==> src/rtl/wbslot_pkg.sv <==
package wbslot_pkg;

    typedef struct packed {
        logic valid;
        logic squashed;
        logic executed;
        logic fault;
    } slot_flags_t;

    function automatic logic result_usable(slot_flags_t f);
        return f.valid && !f.squashed && f.executed && !f.fault;
    endfunction

endpackage

==> src/rtl/wbslot_pick.sv <==
module wbslot_pick #(
    parameter int SLOTS = 6,
    parameter int LANES = 3,
    localparam int IDX_W  = (SLOTS > 1) ? $clog2(SLOTS) : 1,
    localparam int FREE_W = $clog2(SLOTS + 1)
) (
    input  logic [SLOTS-1:0]            busy,
    input  logic [LANES-1:0]            req,
    output logic [LANES-1:0]            hit,
    output logic [LANES-1:0][IDX_W-1:0] idx,
    output logic [FREE_W-1:0]           free_cnt
);

    logic [SLOTS-1:0] taken;

    // Linear scan from slot 0 each cycle; lanes are served in index order.
    always_comb begin
        taken    = busy;
        hit      = '0;
        idx      = '0;
        free_cnt = '0;
        for (int s = 0; s < SLOTS; s++) begin
            if (!busy[s]) free_cnt = free_cnt + FREE_W'(1);
        end
        for (int l = 0; l < LANES; l++) begin
            if (req[l]) begin
                for (int s = 0; s < SLOTS; s++) begin
                    if (!taken[s] && !hit[l]) begin
                        hit[l]   = 1'b1;
                        idx[l]   = IDX_W'(s);
                        taken[s] = 1'b1;
                    end
                end
            end
        end
    end

endmodule

==> src/rtl/wbslot_drain.sv <==
module wbslot_drain
    import wbslot_pkg::*;
#(
    parameter int WB_PORTS = 2,
    parameter int TAG_W    = 6,
    localparam int CNT_W   = $clog2(WB_PORTS + 1)
) (
    input  slot_flags_t [WB_PORTS-1:0]            head_flag,
    input  logic        [WB_PORTS-1:0][TAG_W-1:0] head_tag,
    output logic        [WB_PORTS-1:0]            out_valid,
    output logic        [WB_PORTS-1:0][TAG_W-1:0] out_tag,
    output logic        [WB_PORTS-1:0]            out_wake,
    output logic        [CNT_W-1:0]               out_count
);

    logic run;

    always_comb begin
        run       = 1'b1;
        out_valid = '0;
        out_tag   = '0;
        out_wake  = '0;
        out_count = '0;
        for (int p = 0; p < WB_PORTS; p++) begin
            run          = run && head_flag[p].valid;
            out_valid[p] = run;
            if (run) begin
                out_tag[p]  = head_tag[p];
                out_wake[p] = result_usable(head_flag[p]);
                if (result_usable(head_flag[p])) out_count = out_count + CNT_W'(1);
            end
        end
    end

endmodule

==> src/rtl/wbslot_alloc_top.sv <==
module wbslot_alloc_top
    import wbslot_pkg::*;
#(
    parameter int WB_PORTS = 2,
    parameter int WB_ROWS  = 3,
    parameter int LANES    = 3,
    parameter int TAG_W    = 6,
    localparam int SLOTS   = WB_PORTS * WB_ROWS,
    localparam int IDX_W   = (SLOTS > 1) ? $clog2(SLOTS) : 1,
    localparam int FREE_W  = $clog2(SLOTS + 1),
    localparam int CNT_W   = $clog2(WB_PORTS + 1)
) (
    input  logic                        clk,
    input  logic                        rst_n,
    input  logic [LANES-1:0]            fin_valid,
    input  logic [LANES*TAG_W-1:0]      fin_tag,
    input  logic [LANES-1:0]            fin_squashed,
    input  logic [LANES-1:0]            fin_executed,
    input  logic [LANES-1:0]            fin_fault,
    output logic                        exec_stall,
    output logic [LANES-1:0]            alloc_drop,
    output logic [WB_PORTS-1:0]         wb_valid,
    output logic [WB_PORTS*TAG_W-1:0]   wb_tag,
    output logic [WB_PORTS-1:0]         wb_wake,
    output logic [CNT_W-1:0]            wb_count
);

    typedef struct packed {
        slot_flags_t [SLOTS-1:0]            flag;
        logic        [SLOTS-1:0][TAG_W-1:0] tag;
    } window_t;

    window_t win_q, win_d, win_sh;

    logic [SLOTS-1:0]            busy_sh;
    logic [LANES-1:0]            grant_hit;
    logic [LANES-1:0][IDX_W-1:0] grant_idx;
    logic [FREE_W-1:0]           free_cnt;
    logic [WB_PORTS-1:0][TAG_W-1:0] tag_out;

    // Window as seen after this edge's advance: row r takes old row r+1.
    always_comb begin
        win_sh = '0;
        for (int i = 0; i < SLOTS - WB_PORTS; i++) begin
            win_sh.flag[i] = win_q.flag[i + WB_PORTS];
            win_sh.tag[i]  = win_q.tag[i + WB_PORTS];
        end
        for (int i = 0; i < SLOTS; i++) busy_sh[i] = win_sh.flag[i].valid;
    end

    wbslot_pick #(
        .SLOTS (SLOTS),
        .LANES (LANES)
    ) u_pick (
        .busy     (busy_sh),
        .req      (fin_valid),
        .hit      (grant_hit),
        .idx      (grant_idx),
        .free_cnt (free_cnt)
    );

    // Next-state computation.
    always_comb begin
        slot_flags_t nf;
        win_d = win_sh;
        for (int l = 0; l < LANES; l++) begin
            nf.valid    = 1'b1;
            nf.squashed = fin_squashed[l];
            nf.executed = fin_executed[l];
            nf.fault    = fin_fault[l];
            if (grant_hit[l]) begin
                win_d.flag[grant_idx[l]] = nf;
                win_d.tag[grant_idx[l]]  = fin_tag[l*TAG_W +: TAG_W];
            end
        end
    end

    always_ff @(posedge clk) begin
        if (!rst_n) win_q <= '0;
        else        win_q <= win_d;
    end

    assign exec_stall = (int'(free_cnt) < LANES);
    assign alloc_drop = fin_valid & ~grant_hit;

    wbslot_drain #(
        .WB_PORTS (WB_PORTS),
        .TAG_W    (TAG_W)
    ) u_drain (
        .head_flag (win_q.flag[WB_PORTS-1:0]),
        .head_tag  (win_q.tag[WB_PORTS-1:0]),
        .out_valid (wb_valid),
        .out_tag   (tag_out),
        .out_wake  (wb_wake),
        .out_count (wb_count)
    );

    assign wb_tag = tag_out;


    drop_needs_stall_chk: assert property (@(posedge clk) disable iff (!rst_n)
        (|alloc_drop) |-> exec_stall);

    for (genvar l = 1; l < LANES; l++) begin : g_lane_chk

        lane_priority_chk: assert property (@(posedge clk) disable iff (!rst_n)
            (fin_valid[l-1] && grant_hit[l]) |-> grant_hit[l-1]);

        lane_order_chk: assert property (@(posedge clk) disable iff (!rst_n)
            (grant_hit[l] && grant_hit[l-1]) |-> (grant_idx[l] > grant_idx[l-1]));
    end

    for (genvar i = 0; i < SLOTS; i++) begin : g_slot_chk
        if (i % WB_PORTS != 0) begin : g_contig

            row_prefix_chk: assert property (@(posedge clk) disable iff (!rst_n)
                win_q.flag[i].valid |-> win_q.flag[i-1].valid);
        end
        if (i < SLOTS - WB_PORTS) begin : g_shift

            row_shift_chk: assert property (@(posedge clk) disable iff (!rst_n)
                $past(win_q.flag[i+WB_PORTS].valid) |->
                    (win_q.flag[i].valid && win_q.tag[i] == $past(win_q.tag[i+WB_PORTS])));
        end
    end

endmodule

==> config.mk <==
export PLATFORM = sky130hd
export DESIGN_NAME = wbslot_alloc_top
export DESIGN_NICKNAME = d
export VERILOG_FILES = /design/src/rtl/wbslot_pkg.sv /design/src/rtl/wbslot_pick.sv /design/src/rtl/wbslot_drain.sv /design/src/rtl/wbslot_alloc_top.sv
export SDC_FILE = /design/constraint.sdc
export NUM_CORES = 1
export LEC_CHECK = 0
export BUFFER_PORTS_ARGS = -buffer_cell sky130_fd_sc_hd__buf_2
export CAP_MARGIN = 20
export CELL_PAD_IN_SITES_DETAIL_PLACEMENT = 1
export CELL_PAD_IN_SITES_GLOBAL_PLACEMENT = 1
export CORE_ASPECT_RATIO = 1.2
export CORE_UTILIZATION = 44
export CTS_CLUSTER_DIAMETER = 40
export DETAILED_ROUTE_END_ITERATION = 8
export PLACE_DENSITY_LB_ADDON = 0.05
export SYNTH_ARGS = -nofsm -noshare
export SYNTH_HDL_FRONTEND = slang
export SYNTH_HIERARCHICAL = 1
export SYNTH_SLANG_ARGS = --single-unit
==> constraint.sdc <==
create_clock -name clk -period 4.4 [get_ports clk]
set_clock_uncertainty 0.2 [all_clocks]
set_input_delay 0.88 -clock clk [delete_from_list [all_inputs] [get_ports clk]]
set_output_delay 0.88 -clock clk [all_outputs]
set_load 0.005 [all_outputs]
==> results of run 1 <==
==> Yosys cell counts (all sizes together), types with 2 or more instances <==
cell | instances | area (um^2)
buf | 33 | 205.2
nor2 | 13 | 48.80
nor4 | 2 | 12.51
dfxtp | 60 | 1201
a221oi | 2 | 17.52
o22ai | 2 | 12.51
and2 | 7 | 46.30
mux2i | 38 | 380.4
a21o | 2 | 16.27
a21boi | 2 | 15.01
nor3 | 2 | 10.01
o41a | 3 | 33.78
nand3 | 54 | 270.3
nand2 | 39 | 153.9
nand4bb | 5 | 56.30
clkbuf | 12 | 45.04
nand4 | 3 | 18.77
inv | 8 | 30.03
o31a | 2 | 17.52
a21oi | 4 | 20.02
nor4b | 3 | 53.80
mux2 | 2 | 30.03
nand4b | 4 | 35.03
and2b | 2 | 15.01
a31oi | 24 | 150.1
xnor2 | 10 | 87.58
nor2b | 5 | 31.28
ha | 8 | 100.1
nand3b | 7 | 77.58
and4b | 6 | 60.06
o22a | 2 | 17.52
or2 | 4 | 25.03
o221ai | 36 | 321.6
and4bb | 5 | 62.56
and3 | 9 | 56.30
nor4bb | 5 | 50.05
o21ai | 25 | 125.1
==> per-layer routing <==
layer | global-route usage [%] | vias to the layer above
met5 | 0 | -
met1 | 35.27 | 1982
met3 | 5.466 | 35
met2 | 52.07 | 134
met4 | 16.21 | 0
li1 | - | 1862
==> area by class of cell <==
class                   instances  area, um^2  share of cell area, %
multi-input cells             357        2579                  57.06
flip-flops and latches         60        1202                  26.61
repair buffers                 70       392.9                  8.693
clock buffers                  13       158.9                  3.516
well taps                     117       146.4                  3.239
inverters                       8       30.03                 0.6645
clock inverters                 2       10.01                 0.2215
==> per-stage QoR <==
stage | total power [mW] | util (%) | setup slack, ns
finish | 1.188 | 51.65 | 0.1935
detailed placement | 0.7539 | 49.71 | 0.2063
global route | 1.237 | 51.65 | 0.01567
CTS | 1.193 | 51.64 | 0.1518
floorplan | 0.6848 | - | 0.8412
global placement | 0.7495 | 49.71 | 0.4697
==> worst max-delay path, stage by stage (launching register included) <==
cell,delay [ns]
dfxtp_1,0.56
inv_1,0.14
ha_1,0.37
o21bai_1,0.18
and3_1,0.20
ha_1,0.26
mux2_4,0.27
ha_1,0.27
mux2_4,0.26
a21oi_1,0.13
buf_2,0.13
==> worst paths after layout <==
path | from | end | slack (ns) | cells after the start
setup / recovery | busy_sh[1] | exec_stall | 0.19 | 10
hold / removal | win_q[27] | win_q[15] | 0.36 | 2
setup reg to reg | busy_sh[1] | win_q[34] | 0.35 | 9
hold reg to reg | win_q[27] | win_q[15] | 0.36 | 2
==> report_power, final <==
| part | leakage (nW) | switching (mW) | internal (mW) |
|---|---|---|---|
| Sequential | 0.487 | 0.00830 | 0.557 |
| Combinational | 1.21 | 0.113 | 0.0666 |
| Clock | 0.0893 | 0.213 | 0.230 |
| Total | 1.79 | 0.334 | 0.854 |
==> registers in the layout, indices dropped and copies added, names as in the netlist <==
signal and cells:
win_q 56, busy_sh 4
==> kinds of logic after synthesis <==
kind of cell / Yosys count
AND/OR/NAND/NOR: 179
AO/OA/AOI/OAI: 113
flip-flops: 60
buffers and inverters: 53
multiplexers: 40
XOR/XNOR: 11
adder cells (fa/ha/maj): 9
other: 1
==> run summary, run 1 <==
- complete, no violations — outcome
- 466 — Syn Inst Count
- 3.13 ns — CP Data Arrival Time
- 612 — cell count after placement
- 0% — async set-reset flop share out of synthesis
- 27.68% — Synth Area in Simple Gates
- 0.8369 — weighted congestion at the end of routability-driven global placement
- 13870 um — WL final
- 4.206 ns — final critical delay including setup and external delays
- 0.008750 mm^2 — Core Footprint
- 2 — maximum number of buffers from clock root to sink
- 0 — count of final max-slew check failures
- dfxtp_1 — Top FF cell, synth
- 89.53 um — Chip Width
- 0 — number of failing hold endpoints at the final stage
- 0.004349 mm^2 — placed cell areas
- 53 — Port-buffer cells
- clkbuf_8 — clock root buffer
- 46.23% — initial standard-cell utilization of the core
- 22.13 um — routed wirelength normalized by instance count
- 0.9917 ns — Least-Margin Pin Slew
- 95.60% — period utilization
- false — setup repair after global routing missed its margin
- 60 — Clock Sinks
- 0 — Setup-failing EPs final
- reg -> out — crit path kind
- 0 — EDFF count, synth
- 3987 — vias in the first global route
- 0 — Resized Gates After CTS
- 0.004045 mm^2 — netlist area before placement
- 33.38% — relative slew slack
- 0 — remaining global-route overflow
- 9 — biggest fanout along the worst timing path
- 60 — FF+latch count, synth
- 11.72% — area overhead of the layout relative to synthesis
- 0 — DRC violation count after routing
- 237.7 MHz — achievable clock frequency
- 10.15% — mux share of post-synthesis cell area
- 0.009583 mm^2 — floorplan die area
- 612 um — met3 routed wirelength
- output port — endpoint class of the critical path
- 107.0 um — DIE HEIGHT
- 20.35% — share of the synthesized area in compound gates (AO/OA/AOI/OAI)
- 3 — number of H-tree branching levels
- dfxtp_1 — most common library cell in the layout ignoring fill and taps
- 0.0001143 V — worst vdd rail ir drop
- 0.07 ns — Clock transition at path regs
- 29.69% — share of synthesized area occupied by flip-flops and latches
- 32 — pin count of the biggest net entering global routing
- 4 — router iterations before antenna repair
- 37 — floorplan row count
- 0 — initial antenna violation count
- 1075 — Filler cells
- 0 — number of setup buffers added after CTS
- 54 — number of ports placed on the die boundary
- reg -> reg — worst hold-check path type
- 66 — distinct cell type count of the synthesized netlist
- 8.681 um^2 — average cell area after synthesis
- 2.722% — post-synthesis adder-cell area fraction
- 5589 um — met1 wire length
- 263.0 mW/mm^2 — total power per unit cell area
- 6.400 — per-cell via count in the routed design
- 0 — max-cap violation count
- flop — startpoint type of the worst setup path
- 0 — final antenna-violating net count
- 7062 um — routed length on met2
- 0.35 ns — clock latency of the later-clocked register in the worst-skew pair
- 627 — filler-free cell count of the finished design
- 1.788 nW — reported leakage power
- met4 — highest routed layer
- 30.41% — Overall Global Routing Usage
- 4013 — Vias
- 9941 um — detailed-placement wirelength estimate
- 9 — cts bufs inserted
- 0 — total of hold buffers inserted after clock tree synthesis
- 0 ns — Final TNS setup
- 19.61% — fraction of final layout cells with drive strength greater than 1
- simple AND/OR/NAND/NOR gates — largest family of logic cells by synthesized area
- 21250 um — wire length of the first global-routing pass
- 0.004519 mm^2 — final cell area excluding filler cells
- 0 — number of diodes
- dfxtp_1 (59), nand3_1 (54), buf_2 (53) — commonest cells after routing, fill and taps aside
- yes — clock tree from TritonCTS
- 2.382% — area share of xor/xnor cells in the synthesized design
- 6 — Yosys warnings
- 202 — number of design-rule violations left by the first detailed-router iteration
- 546 — Layout Nets
- 3.32 ns — data required time at the worst endpoint
- 0.3558 ns — worst-case hold slack
Note: power is estimated with default switching activity, not from simulation.
==> run 2: changes to the inputs <==
--- a/config.mk
+++ b/config.mk
@@ -10,6 +10,7 @@
 export CELL_PAD_IN_SITES_DETAIL_PLACEMENT = 1
 export CELL_PAD_IN_SITES_GLOBAL_PLACEMENT = 1
 export CORE_ASPECT_RATIO = 1.2
+export CORE_MARGIN = 1.5
 export CORE_UTILIZATION = 44
 export CTS_CLUSTER_DIAMETER = 40
 export DETAILED_ROUTE_END_ITERATION = 8
==> constraint.sdc (replaced) <==
create_clock -name clk -period 4.4 [get_ports clk]
set_clock_uncertainty 0.2 [all_clocks]
set_input_delay 0.22 -clock clk [delete_from_list [all_inputs] [get_ports clk]]
set_output_delay 0.22 -clock clk [all_outputs]
set_load 0.005 [all_outputs]
==> run 2 against run 1 <==
Against the previous run:
- power grew 7.4%
- design area grew 5.6%
- clock-buffer cell count shrank 1
- register-to-register slack lost 0.04 ns
- setup slack gained 0.11 ns
- cell count grew 3.8%
- sequential share of layout area shrank 1.4 points
- via count grew 2.0%
==> run summary, run 2 (synthesized netlist as in run 1, its figures left out) <==
- 9 — Worst R2R Path Depth
- 1.886 nW — reported leakage power
- 1.068 ns — Least-Margin Pin Slew
- 0 — max-cap violation count
- 611 — cell count after placement
- 4.093 ns — final critical delay including setup and external delays
- 0 — count of final max-slew check failures
- 56 — Largest register FFs
- 6.286 — per-cell via count in the routed design
- 90.53 um — Chip Width
- 0.07 ns — Clock transition at path regs
- 0.36 ns — clock latency of the later-clocked register in the worst-skew pair
- reg -> reg — crit path kind
- 0.01657 ns — worst-case hold slack
- 267.5 mW/mm^2 — total power per unit cell area
- 0 — number of diodes
- 2 — maximum number of buffers from clock root to sink
- flop — endpoint class of the critical path
- 0.009780 mm^2 — floorplan die area
- 0 ns — Final TNS setup
- dfxtp_1 — most common library cell in the layout ignoring fill and taps
- in -> reg — worst hold-check path type
- 4.20 ns — CP Data Arrival Time
- 0.008986 mm^2 — Core Footprint
- 5 — router iterations before antenna repair
- win_q[54] — endpoint of the worst-slack reg-to-reg timing path
- 4092 — Vias
- 9 — cts bufs inserted
- 19.40% — fraction of final layout cells with drive strength greater than 1
- false — setup repair after global routing missed its margin
- win_q — largest register by flop count
- 277 — number of design-rule violations left by the first detailed-router iteration
- 0 — DRC violation count after routing
- flop — startpoint type of the worst setup path
- 0.0001250 V — worst vdd rail ir drop
- 14210 um — WL final
- 4.50 ns — data required time at the worst endpoint
- 18.00% — area overhead of the layout relative to synthesis
- 9753 um — detailed-placement wirelength estimate
- 30.09% — Overall Global Routing Usage
- 21.82 um — routed wirelength normalized by instance count
- 60 — Clock Sinks
- 3 — WHS Path Cells
- 244.3 MHz — achievable clock frequency
- 18 — biggest fanout along the worst timing path
- 38 — floorplan row count
- 651 — filler-free cell count of the finished design
- 0.31 ns — flop-to-flop setup slack
- 0 — number of failing hold endpoints at the final stage
- 0 — final antenna-violating net count
- 108.0 um — DIE HEIGHT
- complete, no violations — outcome
- 0.001201 mm^2 — Reg area
- 45.02% — initial standard-cell utilization of the core
- yes — clock tree from TritonCTS
- 0 — initial antenna violation count
- 0.9388 — weighted congestion at the end of routability-driven global placement
- 54 — number of ports placed on the die boundary
- 4194 — vias in the first global route
- 22510 um — wire length of the first global-routing pass
- 0.002596 mm^2 — total area of multi-input combinational cells
- dfxtp_1 (60), nand3_1 (54), buf_2 (54) — commonest cells after routing, fill and taps aside
- 0 — remaining global-route overflow
- 53 — Port-buffer cells
- win_q[44] — Hold Path End
- 51 — pin count of the biggest net entering global routing
- fin_fault[2] — HP Start
- 566 — Layout Nets
- 0 — Setup-failing EPs final
- 93.03% — period utilization
- clkbuf_8 — clock root buffer
- 1059 — Filler cells
- busy_sh[0] — reg2reg start
- 3 — number of H-tree branching levels
- 28.27% — relative slew slack
-- run 2: worst max path at each step --
stage	from	endpoint	slack, ns	cells after the start
finish	busy_sh[0]	win_q[54]	0.31	9
global route	busy_sh[0]	win_q[54]	0.10	9
CTS	busy_sh[0]	win_q[57]	0.05	9
detailed placement	busy_sh[0]	win_q[57]	0.12	9
global placement	busy_sh[0]	win_q[30]	0.29	9
floorplan	busy_sh[0]	win_q[36]	1.50	12
-- run 2: report_power, final --
group | switching [mW] | total (mW) | internal [mW]
clock | 0.227 | 0.517 | 0.291
combinational | 0.117 | 0.195 | 0.0774
sequential | 0.00795 | 0.565 | 0.557
-- run 2: what timing repair did --
item,in CTS,in global routing
hold buffers,21,0
hold endpoints to repair,28,0
endpoints found under the setup margin,1,19
setup buffers,0,2
gates resized for setup,1,1
pin swaps,0,1
-- run 2: layout make-up --
cell class	count	share of cell area, %
clock buffer	12	3.250
clock inverter	4	0.9961
inverter	8	0.6291
multi-input combinational	357	54.39
sequential	60	25.16
tap	120	3.145
timing repair buffer	90	12.42
-- run 2: per-stage QoR --
step / instance area (um^2) / util [%] / setup WS [ns] / power, mW
CTS: 4747 / 52.83 / 0.05328 / 1.277
global placement: 4329 / 48.18 / 0.2890 / 0.7489
detailed placement: 4329 / 48.18 / 0.1208 / 0.7527
finish: 4773 / 53.12 / 0.3065 / 1.277
global route: 4773 / 53.12 / 0.1021 / 1.322
floorplan: 4060 / - / 1.496 / 0.6848
-- run 2: worst max-delay path, stage by stage (launching register included) --
cell and delay, ns:
dfxtp_1 0.54, ha_1 0.43, inv_1 0.14, a31oi_1 0.52, a22o_1 0.24, nand4_1 0.14, o32ai_1 0.35, nand4bb_2 0.56
a31oi_1 0.33, dlygate4sd3_1 0.58
-- run 2: layer usage --
layer  wire length (um)  GRT usage, %  up-vias  share of wire [%]
met5                  0             0        -                  0
met3                653         4.430       49                4.6
met4                596         16.44        0                4.2
met1               5488         33.23     2016                 39
li1                   -             -     1899                  -
met2               7469         55.32      128                 53
==> run 3: changes to the inputs <==
--- a/config.mk
+++ b/config.mk
@@ -11,7 +11,7 @@
 export CELL_PAD_IN_SITES_GLOBAL_PLACEMENT = 1
 export CORE_ASPECT_RATIO = 1.2
 export CORE_MARGIN = 1.5
-export CORE_UTILIZATION = 44
+export CORE_UTILIZATION = 47
 export CTS_CLUSTER_DIAMETER = 40
 export DETAILED_ROUTE_END_ITERATION = 8
 export PLACE_DENSITY_LB_ADDON = 0.05
==> constraint.sdc (replaced) <==
create_clock -name clk -period 4.9 [get_ports clk]
set_clock_uncertainty 0.2 [all_clocks]
set_input_delay 0.245 -clock clk [delete_from_list [all_inputs] [get_ports clk]]
set_output_delay 0.245 -clock clk [all_outputs]
set_load 0.005 [all_outputs]
==> run 3 against run 2 <==
Against the previous run:
- clock power is 7.5% lower
- sequential cell count stayed put
- clock-buffer cell count is 1 higher
- global-route usage is 0.39 points higher
- combinational power shrank 15%
- sequential share of layout area up 0.89 points
- routed wire length is 3.6% lower
- register-to-register slack improved by 0.52 ns
- cell count is 3.8% lower
- worst hold slack got worse by 0.0051 ns
- critical path depth up 1
==> run summary, run 3 (synthesized netlist as in run 1, its figures left out) <==
- complete, no violations — outcome
- 13690 um — WL final
- dfxtp_1 (60), nand3_1 (54), buf_2 (53) — commonest cells after routing, fill and taps aside
- win_q[22] — endpoint of the worst-slack reg-to-reg timing path
- 36 — floorplan row count
- 245.6 MHz — achievable clock frequency
- simple AND/OR/NAND/NOR gates — cell family with the largest share of critical-path delay
- 604 — cell count after placement
- 0 — remaining global-route overflow
- 3 — WHS Path Cells
- 0.01147 ns — worst-case hold slack
- 10 — Worst R2R Path Depth
- 13.95% — area overhead of the layout relative to synthesis
- 26.04% — relative slew slack
- reg -> reg — crit path kind
- 0 — Resized Gates After CTS
- 0.004609 mm^2 — final cell area excluding filler cells
- 1018 — Filler cells
- flop — startpoint type of the worst setup path
- 0 — initial antenna violation count
- 0.83 ns — flop-to-flop setup slack
- 0.35 ns — clock latency of the later-clocked register in the worst-skew pair
- 9436 um — detailed-placement wirelength estimate
- yes — clock tree from TritonCTS
- 0 — count of final max-slew check failures
- 4.071 ns — final critical delay including setup and external delays
- 4002 — vias in the first global route
- 54 — number of ports placed on the die boundary
- 626 — filler-free cell count of the finished design
- 0.004320 mm^2 — placed cell areas
- 1.812 nW — reported leakage power
- 227 — number of design-rule violations left by the first detailed-router iteration
- 0 — final antenna-violating net count
- dfxtp_1 — most common library cell in the layout ignoring fill and taps
- 0 — number of failing hold endpoints at the final stage
- 87.69 um — Chip Width
- 38 — pin count of the biggest net entering global routing
- 4.07 ns — CP Data Arrival Time
- inv_1 > ha_1 > nand2b_1 > a31oi_1 > o21a_1 > o22a_1 > nor3_1 > and4b_1 > or2_1 > o221ai_1 — critical-path cell list
- 0.009175 mm^2 — floorplan die area
- 49.07% — initial standard-cell utilization of the core
- 0.8230 — weighted congestion at the end of routability-driven global placement
- 0 — number of diodes
- 0 — number of setup buffers added after CTS
- 0 — max-cap violation count
- 5 — router iterations before antenna repair
- 0 ns — Final TNS setup
- 2 — maximum number of buffers from clock root to sink
- 12 — biggest fanout along the worst timing path
- 4019 — Vias
- clkbuf_8 — clock root buffer
- 18.95% — fraction of final layout cells with drive strength greater than 1
- 83.08% — period utilization
- 30.48% — Overall Global Routing Usage
- 0.06 ns — Clock transition at path regs
- 1.154 mW — Pwr Total
- 60 — Clock Sinks
- 53 — Port-buffer cells
- false — setup repair after global routing missed its margin
- 0 — Setup-failing EPs final
- 56 — Largest register FFs
- 1 — sum of buffers and inverters on the critical path
- busy_sh[0] — reg2reg start
- 0.83 ns — Slowest Stage Delay on Critical Path
- 1.094 ns — Least-Margin Pin Slew
- in -> reg — worst hold-check path type
- 21260 um — wire length of the first global-routing pass
- 4.90 ns — data required time at the worst endpoint
- 104.6 um — DIE HEIGHT
- fin_tag[16] — HP Start
- 3 — number of H-tree branching levels
- 0 — DRC violation count after routing
- nor3_1 — CP max-delay cell
- 549 — Layout Nets
- flop — endpoint class of the critical path
- win_q — largest register by flop count
- 250.4 mW/mm^2 — total power per unit cell area
- 55.92% — final core occ
- 0.8291 ns — worst-case setup margin in the final layout
- 0.008243 mm^2 — Core Footprint
- win_q[16] — Hold Path End
- 9 — cts bufs inserted
- 6.420 — per-cell via count in the routed design
- 0.9832 ns — dpl ws
- 0.0001125 V — worst vdd rail ir drop
- 21.87 um — routed wirelength normalized by instance count
run 3: cell count changes in the layout (fill, tap and decap cells not counted), moves of 2 or more:
| cell | change |
|---|---|
| clkbuf_8 | +2 |
| buf_4 | -3 |
| clkinv_2 | -2 |
| dlygate4sd3_1 | -13 |
run 3: worst max path at each step:
stage | from | end | slack (ns) | depth (start not counted)
after floorplan | busy_sh[0] | exec_stall | 1.98 | 10
after global placement | busy_sh[0] | win_q[49] | 1.10 | 9
after detailed placement | busy_sh[0] | win_q[20] | 0.98 | 9
after CTS | busy_sh[0] | win_q[20] | 0.97 | 9
after global routing | busy_sh[0] | win_q[22] | 0.58 | 10
final | busy_sh[0] | win_q[22] | 0.83 | 10
run 3: area by class of cell:
class	count	area (um^2)	area share, %
inverter	8	30.03	0.6515
clock inverter	1	30.03	0.6515
clock buffer	13	178.9	3.882
tap	114	142.6	3.094
multi-input combinational	357	2591	56.22
sequential	60	1201	26.06
timing repair buffer	73	435.4	9.446
run 3: worst reg2reg max path, stage by stage (launching register included):
cell,delay (ns)
dfxtp_1,0.44
inv_1,0.16
ha_1,0.29
nand2b_1,0.14
a31oi_1,0.21
o21a_1,0.19
o22a_1,0.18
nor3_1,0.83
and4b_1,0.67
or2_1,0.42
o221ai_1,0.21
run 3: repair_timing:
action | 4_1_cts | 5_1_grt
hold endpoints to repair | 14 | 0
setup endpoints to repair | 0 | 0
hold buffers | 8 | 0
run 3: power by group:
group          switching, mW  total (mW)  internal (mW)
logic                  0.103       0.166         0.0633
clock network          0.193       0.478          0.285
registers            0.00899       0.509          0.500
run 3: per-layer routing:
metal  up-vias  part of all wire, %  track usage, %
met3        39                  4.8           4.818
li1       1869                    -               -
met4         0                  3.9           15.87
met2       142                   51           53.02
met1      1969                   40           35.04
met5         -                    0               0
